<file path="src/rtl/sched_loop_ctrl.sv">
module sched_loop_ctrl #(
  parameter int FRAME_LEN  = 34,
  parameter int NS         = 2,
  parameter int NL         = 2,
  parameter int NR         = 3,
  parameter int MAX_PERIOD = 16,
  parameter int MAX_COUNT  = 16,
  parameter int SG_RES    [NS] = '{0, 1},
  parameter int SG_START  [NS] = '{0, 17},
  parameter int SG_DUR    [NS] = '{1, 1},
  parameter int LP_RES    [NL] = '{2, 2},
  parameter int LP_START  [NL] = '{1, 18},
  parameter int LP_COUNT  [NL] = '{8, 8},
  parameter int LP_PERIOD [NL] = '{2, 2},
  parameter int LP_DUR    [NL] = '{2, 2},
  localparam int CW = (FRAME_LEN > 1) ? $clog2(FRAME_LEN) : 1,
  localparam int PW = (MAX_PERIOD > 1) ? $clog2(MAX_PERIOD) : 1,
  localparam int IW = (MAX_COUNT > 1) ? $clog2(MAX_COUNT) : 1,
  localparam int NU = NS + NL,
  localparam int UW = (NU > 1) ? $clog2(NU) : 1
) (
  input  logic             clk,
  input  logic             rst_n,
  output logic [CW-1:0]    top_count,
  output logic [NS-1:0]    sg_start,
  output logic [NL-1:0]    loop_go,
  output logic [NL-1:0]    loop_busy,
  output logic [NL-1:0]    loop_fire,
  output logic [NL*IW-1:0] loop_iter,
  output logic [NU-1:0]    out_latch,
  output logic [NR-1:0]    res_start,
  output logic [NR*UW-1:0] res_sel
);

  function automatic int user_res(input int u);
    if (u < NS) return SG_RES[u];
    return LP_RES[u-NS];
  endfunction

  logic [CW-1:0] top_q;
  logic [NU-1:0] ustart;

  always_ff @(posedge clk or negedge rst_n)
    if (!rst_n) top_q <= '0;
    else        top_q <= (top_q == CW'(FRAME_LEN-1)) ? '0 : top_q + 1'b1;

  assign top_count = top_q;

  for (genvar s = 0; s < NS; s++) begin : g_sg
    assign sg_start[s]  = (top_q == CW'(SG_START[s]));
    assign out_latch[s] = (top_q == CW'(SG_START[s] + SG_DUR[s] - 1));
  end

  for (genvar l = 0; l < NL; l++) begin : g_lp
    logic          busy_q, go, act, ph_end, it_end;
    logic [PW-1:0] ph_q, ph;
    logic [IW-1:0] it_q, it;

    assign go     = (top_q == CW'(LP_START[l]));
    assign act    = go | busy_q;
    assign ph     = go ? '0 : ph_q;
    assign it     = go ? '0 : it_q;
    assign ph_end = (ph == PW'(LP_PERIOD[l] - 1));
    assign it_end = (it == IW'(LP_COUNT[l] - 1));

    always_ff @(posedge clk or negedge rst_n)
      if (!rst_n) begin
        busy_q <= 1'b0;
        ph_q   <= '0;
        it_q   <= '0;
      end else if (act) begin
        if (ph_end) begin
          ph_q <= '0;
          if (it_end) busy_q <= 1'b0;
          else begin
            busy_q <= 1'b1;
            it_q   <= it + 1'b1;
          end
        end else begin
          ph_q   <= ph + 1'b1;
          it_q   <= it;
          busy_q <= 1'b1;
        end
      end

    assign loop_go[l]             = go;
    assign loop_busy[l]           = act;
    assign loop_fire[l]           = act && (ph == '0);
    assign loop_iter[l*IW +: IW]  = it;
    assign out_latch[NS+l]        = act && (ph == PW'(LP_DUR[l] - 1));
  end

  assign ustart = {loop_fire, sg_start};

  for (genvar r = 0; r < NR; r++) begin : g_res
    logic [NU-1:0] hv;
    logic          hit;
    logic [UW-1:0] idx, sel_q;

    for (genvar u = 0; u < NU; u++) begin : g_u
      assign hv[u] = ustart[u] && (user_res(u) == r);
    end

    always_comb begin
      hit = 1'b0;
      idx = sel_q;
      for (int u = 0; u < NU; u++)
        if (hv[u]) begin
          hit = 1'b1;
          idx = UW'(u);
        end
    end

    always_ff @(posedge clk or negedge rst_n)
      if (!rst_n) sel_q <= '0;
      else        sel_q <= idx;

    assign res_start[r]         = hit;
    assign res_sel[r*UW +: UW]  = idx;
  end

endmodule

</file>
<file path="config.mk">
export PLATFORM = sky130hd
export DESIGN_NAME = sched_loop_ctrl
export DESIGN_NICKNAME = d
export VERILOG_FILES = /design/src/rtl/sched_loop_ctrl.sv
export SDC_FILE = /design/constraint.sdc
export NUM_CORES = 1
export LEC_CHECK = 0
export BUFFER_PORTS_ARGS = -buffer_cell sky130_fd_sc_hd__buf_2
export CAP_MARGIN = 20
export CELL_PAD_IN_SITES_DETAIL_PLACEMENT = 1
export CELL_PAD_IN_SITES_GLOBAL_PLACEMENT = 1
export CORE_UTILIZATION = 40
export DETAILED_ROUTE_END_ITERATION = 6
export PLACE_DENSITY = 0.75
export SLEW_MARGIN = 20
export SYNTH_ARGS = -nofsm -noshare
export SYNTH_HDL_FRONTEND = slang
export SYNTH_SLANG_ARGS = --single-unit
</file>
<file path="constraint.sdc">
create_clock -name clk -period 3 [get_ports clk]
set_input_delay 0 -clock clk [delete_from_list [all_inputs] [get_ports clk]]
set_output_delay 0 -clock clk [all_outputs]
set_load 0.05 [all_outputs]
</file>
# Yosys cells after proc, flatten, opt, wreduce, memory -nomap -nowiden
# Cells that the tools add are included.
[totals]
regBits = 30
inputBits = 2
out_inout_bits = 35
wordCells = 59
[op_classes]
addsub = 5
eq_ne = 10
muxes = 23
bitwise_logic = 2
n_reduce_logical = 9
[op_table]
columns = ["operator", "count"]
rows = [
  ["4-bit two-way mux", 10],
  ["4-bit by 1-bit adder with 4-bit output, second input constant", 4],
  ["6-bit by 5-bit equality test with 1-bit output, second input constant", 2],
  ["4-bit by 1-bit equality test with 1-bit output, second input constant", 2],
  ["4-bit by 3-bit equality test with 1-bit output, second input constant", 2],
  ["4-bit logical NOT", 2],
  ["1-bit two-way mux", 8],
  ["2-bit two-way mux", 4],
  ["6-bit by 1-bit adder with 6-bit output, second input constant", 1],
  ["6-bit by 1-bit equality test with 1-bit output, second input constant", 1],
  ["6-bit equality test, second input constant", 1],
  ["6-bit logical NOT", 1],
  ["6-bit two-way mux", 1],
  ["1-bit logical AND", 4],
  ["2-bit != test, second input constant", 2],
  ["2-bit AND reduction", 2],
  ["1-bit OR", 2],
]

# Logic depth before layout (Yosys ltp)
[depth]
word_depth = 6
depth_mapped = 10
ltp_nobuf = 9

# Worst setup path after synthesis
# Ideal clock, no wire load.
[synth_path]
kind = "register -> register"
startpoint = "reg top_q[4] (netlist: top_count[4])"
endpoint = "reg g_lp[1].it_q[3]"
setup_ps = 73
t_arrival_ps = 2883
t_required_ps = 2927
setup_slack_ps = 44
stages_incl_launch_ff = 10
path_buffers = 2
period_less_slack_ps = 2956
path_cell_list = "dfrtp_1 -> buf_2 -> or4b_1 -> clkbuf_1 -> o21ai_0 -> inv_1 -> ha_1 -> nor2_1 -> or4b_4 -> a21oi_2"
[synth_via]
elab_chain_len = 5
word_cells_on_any_way = 11
cone_classes = "add/sub (1); eq/ne (4); mux (4); bitwise (1); reduce/logical (1)"
[synth_lines]
columns = ["item", "line", "source"]
rows = [
  ["start, declared", "40", "logic [CW-1:0] top_q;"],
  ["start signal, assigned", "45", "else top_q <= (top_q == CW'(FRAME_LEN-1)) ? '0 : top_q + 1'b1;"],
  ["6-bit by 5-bit equality test with 1-bit output *", "59", "assign go = (top_q == CW'(LP_START[l]));"],
  ["4-bit two-way mux *", "62", "assign it = go ? '0 : it_q;"],
  ["net loop_iter[5]", "29", "output logic [NL*IW-1:0] loop_iter,"],
  ["4-bit by 1-bit adder with 4-bit output / 4-bit by 3-bit equality test with 1-bit output (equally long branches)", "77, 64", ""],
  ["4-bit two-way mux / 2-bit != test (equally long branches)", "n/a", ""],
  ["4-bit two-way mux / 2-bit AND reduction (equally long branches)", "n/a", ""],
  ["end signal, assigned", "77", "it_q <= it + 1'b1;"],
  ["end signal, assigned", "81", "it_q <= it;"],
  ["end, declared", "57", "logic [IW-1:0] it_q, it;"],
]
# Mark *: on every way through the listed nets, which the timed path passes. The rest lies on a longest branch. The select of a mux whose other input is x is not followed.
# A chain may end at the register's enable or synchronous reset.

# Worst setup path in the final report
[layout_path]
startpoint = "reg top_q[1] (netlist: top_count[1])"
endpoint = "reg g_lp[0].it_q[0]"
[layout_via]
elab_chain_len = 5
word_cells_on_any_way = 11
cone_classes = "add/sub (1); eq/ne (4); mux (4); bitwise (1); reduce/logical (1)"
[layout_lines]
columns = ["item", "line"]
rows = [
  ["6-bit by 1-bit equality test with 1-bit output *", "59"],
  ["4-bit two-way mux (on tied branches)", "62, 61"],
  ["4-bit by 1-bit adder with 4-bit output (tied with other cells)", "77"],
  ["4-bit two-way mux / 2-bit != test (equally long branches)", "n/a"],
  ["4-bit two-way mux / 2-bit AND reduction (equally long branches)", "n/a"],
  ["end signal, assigned", "77"],
  ["end signal, assigned", "81"],
  ["end, declared", "57"],
]
# Mark *: on every way between the ends. The rest lies on a longest branch, timed or not. The select of a mux whose other input is x is not followed.

==> results by group <==
Power and ir drop
  – Peak supply drop: about 210 uV
  – Logic gate share of total power: 1.3%
  – Leakage power total: 0.921 nW
  – Switching part of the total: slightly above 20%
  – Int Power: between 500 and 600 uW
  – Final Total Pwr: 732 uW
  – PwrDens: ~380 mW/mm^2
  – Clock power frac: 43.4%
  – Sequential power share: a little under three fifths
  – P_sw: 150 uW

Synth
  – Synth Register Bits: 30
  – Yosys Warn Count: 0
  – Cells after Synth: between 150 and 200
  – Top post-synthesis cells by count: 30 x dfrtp_1, 15 x nor2_1, 13 x inv_1
  – Syn_area_per_cell: around 9.5 sq um
  – Cell area after synthesis: 0.00170 sq mm
  – Fraction of registers with async set/reset: 100%
  – Sequential share of the synthesized area: around 44%
  – Synth top area cells: dfrtp_1 44%, buf_4 4.9%, ha_1 4.4%
  – Area share of the largest cell type after synthesis: roughly 44%
  – Main synth FF type: dfrtp_1
  – Post-synth cell types: 40
  – Post-synth EDFFs: 0
  – Syn_nets: ~190
  – Area leader, netlist: dfrtp_1
  – Count leader, synth: dfrtp_1

Clocking
  – TritonCTS clock tree: yes
  – Root Buffer: clkbuf_8
  – H-tree Lvls: 2
  – Clk_lat worst skew: approximately 280 ps
  – Clk sinks: 30
  – TritonCTS buffer count: 5
  – CTS max path bufs: 2
  – Cts repair resizes: 0
  – Clk pin slew, worst setup/hold paths: ~60 ps

Floorplan
  – Starting Density: a little over two fifths
  – FP Rows: 23
  – Core Footprint: about 0.0040 sq mm
  – Io pins: 37
  – Die area: 0.00451 sq mm
  – Chip height: between 60 and 70 um
  – Die X: 67.2 um

Routing
  – Post-route ant nets: 0
  – Vias per cell: ~5.4
  – WL final: between 3000 and 4000 um
  – DR vias: around 1400
  – DRT iter0 DRCs: 39
  – Detailed Routing Iterations Pass 1: 4
  – Remaining DRCs: 0
  – WL per Instance: around 15 um

Setup path
  – Reg2reg setup slack: a little over 300 ps
  – RR Endpoint: g_lp[0].it_q[0]
  – Crit Reg-Reg Startpoint: top_count[1]
  – Worst Setup End Kind: register
  – CP Max Fanout: 7
  – Critical Path Slowest Stage Cell: or3b_1
  – Cells on worst reg2reg path: 9
  – Top delay family on crit path: simple AND/OR/NAND/NOR gates
  – CP arrival: 2890 ps
  – Critical-path cell list: inv_1 -> ha_1 -> or3b_1 -> o21ai_0 -> inv_1 -> ha_1 -> and3b_1 -> nor3_1 -> mux2i_1
  – Critical Path RT: around 3200 ps
  – CP Launch Type: register
  – Critical path depth: 9
  – Kind of critical path: register to register
  – Buf/Inv on CP: 2
  – Max incr delay on CP: roughly 480 ps

Finish
  – # diodes: 0
  – Layout area overhead: 14.7%
  – Final instance area: between 0.0015 and 0.002 sq mm
  – Non-Filler Instances: about 260
  – Nets: around 220
  – # fillers: about 470
  – Final core utilization: about half
  – Layout cells sized above 1: a little over a quarter

Global route
  – Vias in the first global route: 1403
  – First-pass GRT wire length: around 6600 um
  – Global route overflow: 0
  – Aggregate global-route resource usage: around a fifth
  – Initial antenna violation count: 0
  – Largest net degree at the start of global routing: 31

Timing
  – Final setup viols: 0
  – Clock skew: 3.75 ps
  – Fin. Hold Viols: 0
  – Setup tns final: 0 ps
  – Fin crit period: between 2000 and 3000 ps
  – Final setup margin: roughly 300 ps
  – Final Cycle Share: between 80% and 90%
  – Worst Max-Slew Pin Slew: approximately 700 ps
  – Slew headroom: about 53%
  – RSZ-0062 raised after global routing: no
  – Max Clock Freq: about 370 MHz
  – Final hold slack: 304 ps
  – Fin. max-slew vios: 0

Placement
  – DPL Wire Length: 2990 um
  – # placed instances: around 250
  – Routability cong.: a little under 0.8
  – IO Port Bufs: 36
  – Dpl ws: roughly 290 ps
  – DP Area: 0.00186 sq mm

Outcome
  – Status: complete, no violations

Min path
  – HP Class: input pin to async pin

Job
  – Maxcap violations: 0
power groups by stage:
stage	clock [mW]	combinational [mW]	sequential [mW]
after CTS	0.328	0.0101	0.405
after floorplan	0	0.000000427	0.412
after global placement	0	0.00904	0.412
final	0.318	0.00939	0.405
after detailed placement	0	0.00912	0.412
after global routing	0.345	0.0114	0.404
state kept, by name, summed over array words and instances, names as in the netlist:
name,cells
g_lp.ph_q,8
g_res.sel_q,6
g_lp.it_q,8
g_lp.busy_q,2
top_count,6
cells in the final DEF, fill, tap and decap left out, drive strengths merged:
cell / Yosys / final
and3b: 2 / 2
o22ai: 2 / 2
nor2: 16 / 16
nor3: 10 / 10
nor2b: 6 / 6
nand3b: 2 / 2
ha: 6 / 6
o31ai: 2 / 2
and2: 5 / 5
a21oi: 5 / 5
o21ai: 7 / 7
a32oi: 1 / 1
o21bai: 1 / 1
or3: 4 / 4
xor2: 4 / 4
xnor2: 2 / 2
nand3: 12 / 12
dfrtp: 30 / 30
inv: 13 / 13
mux2i: 5 / 5
or4b: 3 / 3
nand2: 6 / 6
buf: 15 / 40
nand2b: 1 / 1
a2bb2oi: 1 / 1
nand4: 3 / 3
nor3b: 2 / 2
nand4bb: 1 / 1
dlygate4sd3: 0 / 1
clkbuf: 2 / 6
a21o: 3 / 3
a21bo: 1 / 1
or2: 3 / 3
or3b: 1 / 1
a31oi: 2 / 2
cells by family (layout without fill, tap and decap cells):
logic type	count (synthesis)	in the layout	share of synthesized area (%)
AOI/OAI and AO/OA	25	25	9.50
xor gates and xnor gates	6	6	3.09
adders and majority gates	6	6	4.42
buffers and inverters	30	60	9.72
DFF	30	30	44.2
muxes	5	5	2.95
and+or+nand+nor	77	77	26.1
how the worst max path moves through the flow:
stage                      start               to
floorplan           top_count[4]  g_lp[1].it_q[3]
global placement    top_count[1]  g_lp[0].it_q[0]
detailed placement  top_count[1]  g_lp[0].it_q[0]
CTS                 top_count[1]  g_lp[0].it_q[0]
global route        top_count[1]  g_lp[0].it_q[0]
finish              top_count[1]  g_lp[0].it_q[0]
metal layers:
layer	vias up	part of all wire, %	global-route usage, %
met4	0	2.0	8.78
met1	692	44	24.4
met5	-	0	0
met2	29	50	33.3
met3	8	3.6	5.24
li1	662	-	-
layout make-up:
cell class	instances	area, sq um	share of cell area, %
Inverter	13	48.8	2.50
Tap cell	50	62.6	3.21
Timing Repair Buffer	41	220	11.3
Clock buffer	6	82.6	4.24
Multi-Input combinational cell	119	783	40.2
Sequential cell	30	751	38.5
what timing repair did:
action / 4_1_cts / 5_1_grt
endpoints found under the hold margin: 30 / 0
setup buffers: 0 / 0
hold buffers: 1 / 0
Power figures use the tool's default switching activity.
